### config.mk
export PLATFORM = sky130hd
export DESIGN_NAME = cmt_timer
export DESIGN_NICKNAME = d
export VERILOG_FILES = /design/src/rtl/cmt_pkg.sv /design/src/rtl/cmt_prescale.sv /design/src/rtl/cmt_count.sv /design/src/rtl/cmt_status.sv /design/src/rtl/cmt_timer.sv
export SDC_FILE = /design/constraint.sdc
export NUM_CORES = 1
export LEC_CHECK = 0
export ABC_AREA = 1
export BUFFER_PORTS_ARGS = -buffer_cell sky130_fd_sc_hd__buf_4
export CAP_MARGIN = 20
export CORE_MARGIN = 4
export CORE_UTILIZATION = 51
export CTS_CLUSTER_SIZE = 40
export DETAILED_ROUTE_END_ITERATION = 16
export MAX_ROUTING_LAYER = met4
export PLACE_DENSITY = 0.72
export SLEW_MARGIN = 20
export SYNTH_ARGS = -nofsm -noshare
export SYNTH_HDL_FRONTEND = slang
export SYNTH_SLANG_ARGS = --single-unit
export TNS_END_PERCENT = 5
### constraint.sdc
create_clock -name clk -period 2.6 [get_ports clk]
set_input_delay 0.13 -clock clk [delete_from_list [all_inputs] [get_ports clk]]
set_output_delay 0.13 -clock clk [all_outputs]
set_load 0.02 [all_outputs]
### src/rtl/cmt_pkg.sv
package cmt_pkg;

    localparam int CMT_DW      = 16;
    localparam int CMT_AW      = 2;
    localparam int CMT_MAX_DIV = 64;
    localparam int CMT_PRE_W   = $clog2(CMT_MAX_DIV);
    localparam int CMT_NSEL    = 4;

    typedef enum logic [1:0] {
        DIV_4  = 2'b00,
        DIV_8  = 2'b01,
        DIV_16 = 2'b10,
        DIV_64 = 2'b11
    } cmt_div_e;

    typedef enum logic [CMT_AW-1:0] {
        A_CTRL = 2'd0,
        A_STAT = 2'd1,
        A_CNT  = 2'd2,
        A_CMP  = 2'd3
    } cmt_addr_e;

    typedef struct packed {
        logic     flag;
        logic     spare;
        logic [3:0] zero;
        cmt_div_e div;
    } cmt_stat_t;

    typedef struct packed {
        logic wr_ctrl;
        logic wr_stat;
        logic wr_cnt;
        logic wr_cmp;
        logic rd_stat;
    } cmt_acc_t;

    // Low-bit mask of the prescaler for a select: all ones marks a pulse
    function automatic logic [CMT_PRE_W-1:0] div_mask(cmt_div_e d);
        case (d)
            DIV_4:   div_mask = CMT_PRE_W'(3);
            DIV_8:   div_mask = CMT_PRE_W'(7);
            DIV_16:  div_mask = CMT_PRE_W'(15);
            default: div_mask = CMT_PRE_W'(CMT_MAX_DIV - 1);
        endcase
    endfunction

endpackage

### src/rtl/cmt_prescale.sv
module cmt_prescale
    import cmt_pkg::*;
(
    input  logic     clk,
    input  logic     rst,
    input  cmt_div_e div,
    output logic     tick
);
    logic [CMT_PRE_W-1:0] pre_q;
    logic [CMT_NSEL-1:0]  taps;

    always_ff @(posedge clk) begin
        if (rst) pre_q <= '0;
        else     pre_q <= pre_q + 1'b1;
    end

    // One tap per ratio; the select picks which one drives the pulse
    for (genvar g = 0; g < CMT_NSEL; g++) begin : g_tap
        assign taps[g] = &(pre_q | ~div_mask(cmt_div_e'(2'(g))));
    end

    assign tick = taps[div];
endmodule

### src/rtl/cmt_count.sv
module cmt_count
    import cmt_pkg::*;
#(
    parameter int DW = CMT_DW
) (
    input  logic          clk,
    input  logic          rst,
    input  logic          run,
    input  logic          tick,
    input  logic          wr_cnt,
    input  logic          wr_cmp,
    input  logic [DW-1:0] wdata,
    output logic [DW-1:0] cnt_q,
    output logic [DW-1:0] cmp_q,
    output logic          match
);
    logic adv;
    logic hit;

    assign adv   = run && tick;
    assign hit   = (cnt_q == cmp_q);
    assign match = adv && hit && !wr_cnt;

    always_ff @(posedge clk) begin
        if (rst) begin
            cnt_q <= '0;
        end else if (wr_cnt) begin
            cnt_q <= wdata;
        end else if (adv) begin
            cnt_q <= hit ? '0 : cnt_q + 1'b1;
        end
    end

    always_ff @(posedge clk) begin
        if (rst)         cmp_q <= '1;
        else if (wr_cmp) cmp_q <= wdata;
    end
endmodule

### src/rtl/cmt_status.sv
module cmt_status
    import cmt_pkg::*;
(
    input  logic       clk,
    input  logic       rst,
    input  logic       wr_ctrl,
    input  logic       wr_stat,
    input  logic       rd_stat,
    input  logic [7:0] wdata,
    input  logic       match,
    output cmt_stat_t  stat,
    output logic       run,
    output logic       irq_en
);
    logic     flag_q;
    logic     spare_q;
    logic     arm_q;
    logic     run_q;
    logic     ie_q;
    cmt_div_e div_q;

    always_ff @(posedge clk) begin
        if (rst) begin
            run_q <= 1'b0;
            ie_q  <= 1'b1;
        end else if (wr_ctrl) begin
            run_q <= wdata[0];
            ie_q  <= wdata[1];
        end
    end

    always_ff @(posedge clk) begin
        if (rst) begin
            spare_q <= 1'b0;
            div_q   <= DIV_4;
        end else if (wr_stat) begin
            spare_q <= wdata[6];
            div_q   <= cmt_div_e'(wdata[1:0]);
        end
    end

    // A read that saw the flag high arms the clear; any status write disarms
    always_ff @(posedge clk) begin
        if (rst)                   arm_q <= 1'b0;
        else if (wr_stat)          arm_q <= 1'b0;
        else if (rd_stat && flag_q) arm_q <= 1'b1;
    end

    always_ff @(posedge clk) begin
        if (rst)                                 flag_q <= 1'b0;
        else if (match)                          flag_q <= 1'b1;
        else if (wr_stat && !wdata[7] && arm_q)  flag_q <= 1'b0;
    end

    always_comb begin
        stat       = '0;
        stat.flag  = flag_q;
        stat.spare = spare_q;
        stat.div   = div_q;
    end

    assign run    = run_q;
    assign irq_en = ie_q;
endmodule

### src/rtl/cmt_timer.sv
module cmt_timer
    import cmt_pkg::*;
#(
    parameter int DW = CMT_DW,
    parameter int AW = CMT_AW
) (
    input  logic          clk,
    input  logic          rst,
    input  logic          bus_valid,
    input  logic          bus_write,
    input  logic [AW-1:0] bus_addr,
    input  logic [DW-1:0] bus_wdata,
    output logic [DW-1:0] bus_rdata,
    output logic          irq
);
    cmt_acc_t      acc;
    cmt_stat_t     stat;
    logic          run;
    logic          irq_en;
    logic          tick;
    logic          match;
    logic          flag;
    logic [DW-1:0] cnt_q;
    logic [DW-1:0] cmp_q;

    always_comb begin
        acc = '0;
        if (bus_valid) begin
            unique case (cmt_addr_e'(bus_addr))
                A_CTRL: acc.wr_ctrl = bus_write;
                A_STAT: begin
                    acc.wr_stat = bus_write;
                    acc.rd_stat = !bus_write;
                end
                A_CNT:  acc.wr_cnt = bus_write;
                A_CMP:  acc.wr_cmp = bus_write;
                default: acc = '0;
            endcase
        end
    end

    cmt_prescale u_pre (
        .clk  (clk),
        .rst  (rst),
        .div  (stat.div),
        .tick (tick)
    );

    cmt_count #(.DW(DW)) u_cnt (
        .clk    (clk),
        .rst    (rst),
        .run    (run),
        .tick   (tick),
        .wr_cnt (acc.wr_cnt),
        .wr_cmp (acc.wr_cmp),
        .wdata  (bus_wdata),
        .cnt_q  (cnt_q),
        .cmp_q  (cmp_q),
        .match  (match)
    );

    cmt_status u_stat (
        .clk     (clk),
        .rst     (rst),
        .wr_ctrl (acc.wr_ctrl),
        .wr_stat (acc.wr_stat),
        .rd_stat (acc.rd_stat),
        .wdata   (bus_wdata[7:0]),
        .match   (match),
        .stat    (stat),
        .run     (run),
        .irq_en  (irq_en)
    );

    assign flag = stat.flag;
    assign irq  = flag && irq_en;

    always_comb begin
        bus_rdata = '0;
        if (bus_valid && !bus_write) begin
            unique case (cmt_addr_e'(bus_addr))
                A_CTRL:  bus_rdata[1:0] = {irq_en, run};
                A_STAT:  bus_rdata[7:0] = stat;
                A_CNT:   bus_rdata = cnt_q;
                A_CMP:   bus_rdata = cmp_q;
                default: bus_rdata = '0;
            endcase
        end
    end
endmodule

# Word-level counts from Yosys, hierarchy flattened
# Index checks and enable logic that the tools add are counted.
# op_classes
n_addsub,2
order_cmp,1
n_eq_ne,4
n_mux,17
n_reduce_logical,19
# ops
cell,n
$mux W16,4
$pmux W6 S3,1
$add A16 B1 Y16 const B,1
$eq A16 B16 Y1,1
$pmux W8 S2,1
$logic_and A1 B1 Y1,8
$mux W1,8
$pmux W2 S4,1
$add A6 B1 Y6 const B,1
$reduce_and A6 Y1,1
$mux W5,1
$eq A2 B2 Y1 const B,2
$reduce_and A4 Y1,1
$reduce_bool A2 Y1,2
$logic_not A1 Y1,3
$lt A2 B3 Y1 const B,1
$reduce_and A3 Y1,1
$bmux W1 S2,1
$eq A2 B1 Y1 const B,1
$logic_not A2 Y1,1
$reduce_and A2 Y1,1
$reduce_or A2 Y1,1
# word_totals
reg_bits,45
out_inout_bits,17
word_cells,52

# Depth between registers and ports, before layout
# depth
word_depth,7
mapped_depth,11
ltp_nobuf,10

# Modules after synthesis
# Synthesis repeated with hierarchy kept, for this count alone.
# hier_totals
cells_unflattened,492
hier_area_um2,2941.6
# modules_own_cells
module,instances,cells_each,area_per_inst_um2,seq_area_each_um2
cmt_count,1,316,1901.8,640.6
cmt_timer,1,99,462.9,0.0
cmt_status,1,40,300.3,140.1
cmt_prescale,1,37,276.5,120.1

# Worst setup path after synthesis
# No wires, ideal clock.
# synth_path
path_kind,reg2reg
startpoint,reg u_pre.pre_q[0]
endpoint,reg u_cnt.cnt_q[11]
arrival_time_ns,1.532
required_time_ns,2.530
path_slack_ns,0.997
path_stages_with_launch,11
n_path_buf,1
path_cell_list,dfxtp_1 > ha_1 > ha_1 > a21oi_1 > nand2_1 > nand3_4 > nand2_2 > buf_6 > o21ai_0 > inv_1 > a21oi_1
# synth_between
elab_chain_cells,5
word_cells_on_any_way,8
cone_classes,mux (2); reduce/logical (6)
# synth_lines
element,line_no,source
from (decl),cmt_prescale.sv:9,logic [CMT_PRE_W-1:0] pre_q;
from (signal assigned),cmt_prescale.sv:14,else pre_q <= pre_q + 1'b1;
"$reduce_and A6 Y1, or another cell as far along",cmt_prescale.sv:19,assign taps[g] = &(pre_q | ~div_mask(cmt_div_e'(2'(g))));
$bmux W1 S2 *,cmt_prescale.sv:22,assign tick = taps[div];
$mux W1 (implied by the code) *,cmt_prescale.sv:22,
$logic_and A1 B1 Y1 *,cmt_count.sv:20,assign adv = run && tick;
$reduce_bool A2 Y1 (no source line) *,--,
to (signal assigned),cmt_count.sv:28,cnt_q <= wdata;
to (signal assigned),cmt_count.sv:30,cnt_q <= hit ? '0 : cnt_q + 1'b1;
to (decl),cmt_count.sv:13,"output logic [DW-1:0] cnt_q,"
# Every way passes the cells marked *; elsewhere a longest branch is shown, timed or not. The select of a mux whose other input is x is not followed.
# A chain may end at the register's enable or synchronous reset.

# Worst setup path in the final report
# layout_path
startpoint,reg u_pre.pre_q[0]
endpoint,reg u_cnt.cnt_q[15]
# Same word-level chain as after synthesis.

==> run_results.csv <==
group,metric,value,unit
run_status,outcome,"complete, no violations",
timing,tns,0,ns
timing,setup_violations,0,
die,core.rowCount,26,
timing,slew_viol_final,0,
die,fp.dieW,82.7,µm
route,vias_per_cell,5.16,
logic_synthesis,ys_warn_count,0,
logic_synthesis,async_reset_ff_share,0,%
logic_synthesis,synth_top_area_share,31.7,%
logic_synthesis,synth.distinct_cells,31,
route,routed_wl,7080,µm
layout,diodes,0,
timing,layout_min_cycle_time,1.82,ns
route,drc,0,
logic_synthesis,synthCells,454,
die,core_area,0.00527,mm²
cts,post_cts_resize_count,0,
cts,cts.clk_slew.worst_paths,0.08,ns
global_route,track_usage,23.3,%
timing,max_freq,551,MHz
cts,post_cts_buffers,0,
power,vdd_drop_max,0.000292,V
global_route,antenna_found_initial,0,
die,initial_core_util,54.0,%
power,power_density,423,mW/mm²
logic_synthesis,yosysTopAreaCell,"dfxtp_1",
layout,utilization,61.0,%
timing,relSlewSlack,62.0,%
place,gp_congestion,0.938,
cts,cts_tree,"built",
critical_path,worstSetupPathType,"register to register",
cts,cts_sinks,45,
route,drtPass1Iterations,4,
logic_synthesis,synth_edf_count,0,
route,drt_iter0_markers,171,
logic_synthesis,syn_area_per_cell,6.27,µm²
global_route,grt_overflow,0,
layout,fillCellCount,520,
timing,timing.final.crit_share,69.9,%
layout,drive_gt1_share,15.3,%
cts,clock-root-buffer,"clkbuf_8",
logic_synthesis,ys_seq_area_share,31.7,%
die,die-area,0.00684,mm²
die,die_h,82.7,µm
global_route,grt_pass1_wl,11900,µm
logic_synthesis,syn_area,0.00285,mm²
critical_path,crit_arrival,2.05,ns
cts,htreeDepth,2,
place,hpwl,4940,µm
cts,cts_buffer_depth,2,
die,ios,39,
global_route,grt_pass1_vias,2682,
timing,grt_setup_unrepaired,"false",
logic_synthesis,synthFlopType,"dfxtp_1",
timing,hold_viol,0,
critical_path,cp_max_fo,17,
critical_path,cp.required,2.84,ns
run,drv_cap,0,
power,p_leak,1.48,nW
layout,register_area,901,µm²
layout,nets,510,
cts,insertion_delay,0.31,ns
timing,tightest_slew,0.569,ns
route,vias,2864,
worst_hold_path,min-delay-path-class,"primary input to register",
place,port_buffers,38,
layout,multi_input_area,0.00158,mm²
cts,holdBufCountCts,0,
critical_path,cp-start-kind,"register",
layout,syn2layout_area_growth,13.1,%
critical_path,crit_path_end_kind,"register",
logic_synthesis,syn-num-nets,479,
cts,numCtsBuffers,5,
global_route,grt_max_degree,40,
logic_synthesis,ys_ff_latch,45,
route,wl_per_cell,12.8,µm
logic_synthesis,synth_area_leaders,"dfxtp_1, nand2_1, a21oi_1, inv_1, o21ai_0",
route,route.antenna.remaining_nets,0,
timing,skew,0.00668,ns
-- state kept, by name, summed over array words and instances (netlist names) --
signal / flops
u_stat.arm_q: 1
u_stat.flag_q: 1
u_stat.irq_en: 1
u_cnt.cnt_q: 16
u_pre.pre_q: 6
u_cnt.cmp_q: 16
u_stat.div_q: 2
u_stat.spare_q: 1
u_stat.run: 1
-- power breakdown --
group	switching (mW)	internal [mW]
registers	0.0190	0.709
clock network	0.242	0.211
logic	0.110	0.0679
-- synthesized netlist by cell type, types with 4 or more instances --
cell type and number:
xor2_1 5, nand3_2 6, nand3_1 11, nand2_2 4, nor2_1 34, nand3b_1 4
a21oi_1 51, dfxtp_1 45, nand4_1 4, inv_2 4, o21ai_0 39, o21ai_1 5
clkbuf_1 6, inv_1 66, nand2_1 135, nor2_2 7, buf_6 5
-- worst max-delay path, stage by stage (launching register included) --
cell,delay [ns]
dfxtp_1,0.33
ha_1,0.23
ha_1,0.18
a21oi_1,0.13
nand2_1,0.09
nand3_4,0.12
nand2_2,0.22
o21ai_0,0.25
inv_1,0.06
a21oi_1,0.13
-- metrics by stage --
step | setup slack (ns) | std cells | power (mW) | hold WS, ns | instance area [µm²]
floorplan | 0.997 | 454 | 0.852 | 0.256 | 2850
global placement | 0.872 | 548 | 0.919 | 0.353 | 3130
finish | 0.784 | 555 | 1.36 | 0.0462 | 3220
global route | 0.626 | 555 | 1.43 | 0.0456 | 3220
detailed placement | 0.815 | 548 | 0.922 | 0.362 | 3130
CTS | 0.798 | 555 | 1.37 | 0.0403 | 3220
-- cells in the final DEF, fill, tap and decap left out, types with 2 or more instances in the layout --
| cell type | instances |
|---|---|
| a21oi_1 | 51 |
| dfxtp_1 | 45 |
| o221ai_1 | 2 |
| nor2_2 | 8 |
| o21ai_1 | 5 |
| nand3b_1 | 4 |
| nand2_1 | 135 |
| nand3_2 | 6 |
| nand4_1 | 4 |
| buf_4 | 39 |
| xor2_1 | 5 |
| ha_1 | 3 |
| nor2_4 | 2 |
| nor2_1 | 33 |
| nand3_1 | 11 |
| clkbuf_8 | 6 |
| nand2_2 | 4 |
| inv_1 | 66 |
| a221oi_1 | 2 |
| nor3_1 | 3 |
| o21ai_0 | 39 |
| inv_2 | 4 |
-- area by class of cell --
type	instances	area share, %
clock buffer	7	2.68
inverter	71	8.36
multi-input combinational	323	49.1
sequential	45	28.0
tap	70	2.72
timing repair buffer	39	9.10
-- worst paths after layout --
check | startpoint | endpoint | slack (ns) | cells after the start
min reg2reg | u_pre.pre_q[0]$_SDFF_PP0_ | u_pre.pre_q[0]$_SDFF_PP0_ | 0.45 | 1
max | u_pre.pre_q[0]$_SDFF_PP0_ | u_cnt.cnt_q[15]$_SDFFE_PP0P_ | 0.78 | 9
max reg2reg | u_pre.pre_q[0]$_SDFF_PP0_ | u_cnt.cnt_q[15]$_SDFFE_PP0P_ | 0.78 | 9
min | bus_wdata[5] | u_cnt.cmp_q[5]$_SDFFE_PP1P_ | 0.05 | 3
-- per-layer routing --
metal  up-vias  routed length (µm)  GRT usage, %
met1      1294                3360          28.3
li1       1499                   -             -
met4         0                  94          5.88
met3         8                 368          5.31
met5         -                   0             -
met2        63                3260          39.2
-- cell families after synthesis --
family | Yosys count | synth area share (%)
compound gates | 101 | 18.4
xor+xnor | 5 | 1.54
fa+ha+maj | 3 | 1.32
buf+inv | 86 | 12.9
flops | 45 | 31.7
simple gates | 214 | 34.2
No activity file was read; power rests on OpenSTA's default activity.
